### src/rtl/ptp_fine_clock_pkg.sv
package ptp_fine_clock_pkg;

    localparam int SEC_W = 32;
    localparam int SUB_W = 32;
    localparam int ACC_W = 32;
    localparam int DAT_W = 32;

    localparam logic [SUB_W-1:0] NS_MAX  = SUB_W'(999_999_999);
    localparam logic [SUB_W-1:0] BIN_MAX = {1'b0, {(SUB_W-1){1'b1}}};

    typedef enum logic [1:0] {
        SEL_RATE = 2'd0,
        SEL_STEP = 2'd1,
        SEL_MODE = 2'd2,
        SEL_NONE = 2'd3
    } wr_sel_e;

    typedef enum logic {
        ROLL_BIN = 1'b0,
        ROLL_NS  = 1'b1
    } roll_e;

    typedef struct packed {
        logic [SEC_W-1:0] sec;
        logic [SUB_W-1:0] sub;
    } ptime_t;

    typedef struct packed {
        logic [ACC_W-1:0] rate;
        logic [SUB_W-1:0] step;
        roll_e            mode;
    } cfg_t;

    function automatic logic [SUB_W-1:0] sub_limit(roll_e m);
        return (m == ROLL_NS) ? NS_MAX : BIN_MAX;
    endfunction

    // Add a (seconds, sub-seconds) amount with rollover into seconds.
    function automatic ptime_t time_plus(ptime_t t, ptime_t d, roll_e m);
        ptime_t       r;
        logic [SUB_W:0] s;
        logic [SUB_W:0] lim;
        s   = {1'b0, t.sub} + {1'b0, d.sub};
        lim = {1'b0, sub_limit(m)};
        if (s > lim) begin
            r.sub = SUB_W'(s - lim - 1'b1);
            r.sec = t.sec + d.sec + 1'b1;
        end else begin
            r.sub = SUB_W'(s);
            r.sec = t.sec + d.sec;
        end
        return r;
    endfunction

    // Subtract a (seconds, sub-seconds) amount with borrow from seconds.
    function automatic ptime_t time_minus(ptime_t t, ptime_t d, roll_e m);
        ptime_t       r;
        logic [SUB_W:0] lim;
        lim = {1'b0, sub_limit(m)};
        if (t.sub >= d.sub) begin
            r.sub = t.sub - d.sub;
            r.sec = t.sec - d.sec;
        end else begin
            r.sub = SUB_W'({1'b0, t.sub} + lim + 1'b1 - {1'b0, d.sub});
            r.sec = t.sec - d.sec - 1'b1;
        end
        return r;
    endfunction

endpackage

### src/rtl/ptp_cfg_regs.sv
module ptp_cfg_regs
    import ptp_fine_clock_pkg::*;
(
    input  logic             clk,
    input  logic             rst,
    input  logic             wr_en,
    input  logic [1:0]       wr_sel,
    input  logic [DAT_W-1:0] wr_data,
    output cfg_t             cfg
);

    wr_sel_e sel;
    assign sel = wr_sel_e'(wr_sel);

    always_ff @(posedge clk) begin
        if (rst) begin
            cfg.rate <= '0;
            cfg.step <= '0;
            cfg.mode <= ROLL_BIN;
        end else if (wr_en) begin
            case (sel)
                SEL_RATE: cfg.rate <= ACC_W'(wr_data);
                SEL_STEP: cfg.step <= SUB_W'(wr_data);
                SEL_MODE: cfg.mode <= roll_e'(wr_data[0]);
                default:  ;
            endcase
        end
    end

endmodule

### src/rtl/ptp_rate_accum.sv
module ptp_rate_accum
    import ptp_fine_clock_pkg::*;
(
    input  logic             clk,
    input  logic             rst,
    input  logic [ACC_W-1:0] rate,
    output logic             carry
);

    logic [ACC_W-1:0] acc_q;
    logic [ACC_W:0]   sum;

    assign sum   = {1'b0, acc_q} + {1'b0, rate};
    assign carry = sum[ACC_W];

    always_ff @(posedge clk) begin
        if (rst) acc_q <= '0;
        else     acc_q <= sum[ACC_W-1:0];
    end

endmodule

### src/rtl/ptp_time_next.sv
module ptp_time_next
    import ptp_fine_clock_pkg::*;
(
    input  ptime_t cur,
    input  cfg_t   cfg,
    input  logic   carry,
    input  logic   init_stb,
    input  logic   adj_stb,
    input  logic   adj_neg,
    input  ptime_t cmd,
    output ptime_t nxt
);

    ptime_t step_amt;
    assign step_amt.sec = '0;
    assign step_amt.sub = cfg.step;

    always_comb begin
        nxt = cur;
        if (init_stb) begin
            nxt = cmd;
        end else if (adj_stb) begin
            if (adj_neg) nxt = time_minus(cur, cmd, cfg.mode);
            else         nxt = time_plus(cur, cmd, cfg.mode);
        end else if (carry) begin
            nxt = time_plus(cur, step_amt, cfg.mode);
        end
    end

endmodule

### src/rtl/ptp_fine_clock.sv
module ptp_fine_clock
    import ptp_fine_clock_pkg::*;
(
    input  logic             clk,
    input  logic             rst,
    input  logic             wr_en,
    input  logic [1:0]       wr_sel,
    input  logic [DAT_W-1:0] wr_data,
    input  logic             init_stb,
    input  logic             adj_stb,
    input  logic             adj_neg,
    input  logic [SEC_W-1:0] cmd_sec,
    input  logic [SUB_W-1:0] cmd_sub,
    output logic [SEC_W-1:0] sec_o,
    output logic [SUB_W-1:0] sub_o
);

    cfg_t   cfg;
    logic   acc_carry;
    ptime_t now_q;
    ptime_t now_d;
    ptime_t cmd;

    assign cmd.sec = cmd_sec;
    assign cmd.sub = cmd_sub;

    ptp_cfg_regs u_cfg (
        .clk     (clk),
        .rst     (rst),
        .wr_en   (wr_en),
        .wr_sel  (wr_sel),
        .wr_data (wr_data),
        .cfg     (cfg)
    );

    ptp_rate_accum u_acc (
        .clk   (clk),
        .rst   (rst),
        .rate  (cfg.rate),
        .carry (acc_carry)
    );

    ptp_time_next u_next (
        .cur      (now_q),
        .cfg      (cfg),
        .carry    (acc_carry),
        .init_stb (init_stb),
        .adj_stb  (adj_stb),
        .adj_neg  (adj_neg),
        .cmd      (cmd),
        .nxt      (now_d)
    );

    always_ff @(posedge clk) begin
        if (rst) now_q <= '0;
        else     now_q <= now_d;
    end

    assign sec_o = now_q.sec;
    assign sub_o = now_q.sub;

endmodule

### config.mk
export PLATFORM = sky130hd
export DESIGN_NAME = ptp_fine_clock
export DESIGN_NICKNAME = d
export VERILOG_FILES = /design/src/rtl/ptp_fine_clock_pkg.sv /design/src/rtl/ptp_cfg_regs.sv /design/src/rtl/ptp_rate_accum.sv /design/src/rtl/ptp_time_next.sv /design/src/rtl/ptp_fine_clock.sv
export SDC_FILE = /design/constraint.sdc
export NUM_CORES = 1
export LEC_CHECK = 0
export ABC_AREA = 1
export BUFFER_PORTS_ARGS = -buffer_cell sky130_fd_sc_hd__buf_2
export CAP_MARGIN = 10
export CORE_ASPECT_RATIO = 1.1
export CORE_MARGIN = 4
export CORE_UTILIZATION = 30
export CTS_CLUSTER_SIZE = 25
export DETAILED_ROUTE_END_ITERATION = 10
export GPL_ROUTABILITY_DRIVEN = 0
export SYNTH_ARGS = -nofsm -noshare
export SYNTH_HDL_FRONTEND = slang
export SYNTH_HIERARCHICAL = 1
export SYNTH_SLANG_ARGS = --single-unit
### constraint.sdc
create_clock -name clk -period 4.94 [get_ports clk]
set_input_delay 0.988 -clock clk [delete_from_list [all_inputs] [get_ports clk]]
set_output_delay 0.988 -clock clk [all_outputs]
set_load 0.05 [all_outputs]
==> results by group <==
Outcome
  – Status: complete, no violations

Power and ir drop
  – Sw power: 4380 uW
  – Combinational Power Share: 63.3%
  – Seq pwr share: 18.5%
  – Pleak: 0.0192 uW
  – Clock power share: 18.2%
  – Power per cell area: 239 nW/um^2
  – Sw Ratio: 53.4%
  – Peak VDD IR: 0.000309 V
  – Internal power: 3830 uW

Yosys
  – Yosys warns: 6
  – Number of synthesized flops with an enable pin: 0
  – Mapped Nets: 5,879
  – Syn Std Cell Area: 29,900 um^2
  – Ys flop type: dfxtp_1
  – Register area share after synthesis: 10.8%
  – Yosys cell types: 62
  – FF+latch count, synth: 161
  – Post-synthesis instance total: 5,464
  – Syn Area/Cell: 5.47 um^2
  – Asr flop ratio synth: 0%

STA
  – Setup-failing EPs final: 0
  – Worst slew pin tran: 1.15 ns
  – Final worst clock skew: 0.0347 ns
  – Final count of pins violating max slew: 0
  – Fmax: 213 MHz
  – Fin crit share: 95.2%
  – Fin crit period: 4.71 ns
  – Max-slew headroom: 23.2%
  – Final hold violations: 0

Clocking
  – Max Root-Sink Buffers: 2
  – Clk root buf: clkbuf_16
  – Clk sinks: 161
  – Hold-fix buffers at CTS: 0
  – Worst skew pair latency: 0.53 ns
  – H-tree depth: 4
  – CTS Buf Count: 17
  – TritonCTS clock tree: yes
  – Clock transition at path regs: 0.08 ns

Cells and area
  – Nets@finish: 6,191
  – Area growth, synth to finish: 15.3%
  – Final instance area: 34,400 um^2
  – Fill count: 11,100
  – Layout cells sized above 1: 12.2%
  – Commonest non-fill, non-tap cell in the layout: nand2_1
  – Non-Filler Instances: 7,082
  – Commonest cells after routing, fill and taps aside: nand2_1, inv_1, nor2_1, nand3_1, a21oi_1

Place
  – Number of port buffers: 167
  – Inst Count DP: 7,036
  – Post-DP HPWL: 100 mm
  – Placed cell areas: 33,500 um^2

Worst setup path
  – R2r startpoint: sub_o[0]
  – Critical Path Start Type: primary input
  – CP arrival: 5.06 ns
  – Critical path's largest stage delay: 0.37 ns
  – Crit end category: register
  – CP most frequent cell: nand2_1
  – Setup crit start: cmd_sub[0]
  – R2r setup slk: 0.29 ns
  – Peak fanout along the critical path: 26
  – Slowest cell on crit path: fa_1
  – RR Endpoint: sub_o[30]
  – Critical Path RT: 5.29 ns
  – R2R cell count: 34
  – Setup CP Type: in -> reg

Route
  – DR vias: 35,800
  – Final wirelength: 123 mm
  – Iter 0 DRT Violations: 3,566
  – Final ANT Viol Nets: 0
  – TritonRoute pass-1 iters: 6
  – WL per Instance: 17.3 um
  – DRC viols: 0
  – DR vias/cell: 5.06

Die
  – Row count: 121
  – Die height: 339 um
  – Die area: 105,000 um^2
  – Core area: 98,900 um^2
  – IO Count: 168
  – Die Wd: 309 um
  – Initial Util: 30.2%

GRT
  – Global route overflow: 0
  – All-Layer GR Usage: 22.3%
  – Initial antenna violation count: 7
  – Global-route wire length before repair: 184 mm
  – Number of global-route vias before repair: 32,900
  – Largest net degree at the start of global routing: 70

Flow run
  – Max Cap Viol: 0

Hold path
  – Hold crit path type: reg -> reg
  – Hold depth: 2
  – Hold_sp: u_cfg/cfg[46]
  – Hold Path End: u_cfg/cfg[46]
==> state kept, by name (all words and copies together) (netlist names) <==
name,cells
sub_o,32
u_acc/acc_q,32
sec_o,32
u_cfg/cfg,65
==> power groups by stage <==
stage	Combinational [uW]	Clock [uW]	Sequential [uW]
floorplan	3230	0	1670
global placement	4930	0	1550
detailed placement	4950	0	1550
CTS	4980	1540	1520
global route	5690	1570	1530
finish	5200	1500	1520
==> cell usage after synthesis (23+ instances only) <==
library cell  number  share of area [%]
fa_1              27                1.8
xor2_1           117                3.4
a31oi_1           27               0.57
ha_1             284                 12
nor3_1            60                1.0
buf_2             53               0.89
dfxtp_1          161                 11
inv_1            914                 11
inv_2             35               0.44
clkbuf_1          40               0.50
buf_6             23               0.87
a21oi_1          374                6.3
nand3_1          419                7.0
nor2_1           631                7.9
o21bai_1          28               0.70
o21ai_1           25               0.42
nand2_1         1657                 21
o21ai_0          169                2.8
nand2_2           63                1.3
nand4_1           73                1.5
nor2_2            35               0.73
xnor2_1           27               0.79
==> how the worst max path moves through the flow <==
stage / endpoint / slack, ns / cells past startpoint
5_1_grt: sec_o[30] / -0.02 / 41
4_1_cts: sub_o[22] / 0.004 / 39
3_5_place_dp: sub_o[30] / -0.27 / 33
3_3_place_gp: sub_o[30] / -0.20 / 33
6_report: sub_o[30] / 0.23 / 34
2_1_floorplan: sec_o[21] / 0.41 / 31
==> per-stage QoR <==
stage / utilization, % / hold WS (ns) / setup TNS (ns) / setup WS (ns) / total power [uW]
after floorplan: - / 0.458 / 0 / 0.410 / 4900
after global placement: 33.9 / 0.475 / -4.63 / -0.201 / 6480
after detailed placement: 33.9 / 0.484 / -9.72 / -0.266 / 6490
after CTS: 34.5 / 0.503 / 0 / 0.00412 / 8030
after global routing: 34.8 / 0.531 / -0.0304 / -0.0242 / 8790
final: 34.8 / 0.498 / 0 / 0.235 / 8210
==> worst max-delay path: cells and delay by family <==
kind            cells  cell delay [ns]
compound gates      3             0.47
xor+xnor            1             0.21
fa+ha+maj           3             0.82
buf+inv             7             0.64
simple gates       20             1.88
==> cells by family after synthesis <==
logic type / count (synthesis) / synth area share, %
AND/OR/NAND/NOR: 3044 / 43.4
buffers and inverters: 1102 / 15.0
adder cells (fa/ha/maj): 311 / 13.7
flip-flops: 161 / 10.8
XOR/XNOR: 144 / 4.22
AO/OA/AOI/OAI: 702 / 12.9
==> area by class of cell <==
cell class | count | area, um^2 | share of cell area [%]
multi-input combinational | 4203 | 22300 | 64.9
inverter | 959 | 3620 | 10.5
sequential | 161 | 3230 | 9.38
timing repair buffer | 432 | 2970 | 8.63
tap | 1291 | 1620 | 4.69
clock buffer | 17 | 425 | 1.24
clock inverter | 15 | 208 | 0.603
timing repair inverter | 2 | 17.5 | 0.0509
antenna | 2 | 5.00 | 0.0145
==> layer usage <==
layer,track usage (%),share of wire [%],vias to the layer above
met5,0,0.014,-
met4,9.97,4.9,4
met3,3.12,8.2,272
met2,36.0,44,1550
met1,29.5,43,16200
li1,-,-,17800
==> repair_timing <==
item                       CTS  global route
pin swaps                    0            18
setup endpoints to repair    3            55
gates cloned                 0             5
gates resized for setup      1            48
setup buffers                0             7
(Power assumes the default switching activity.)
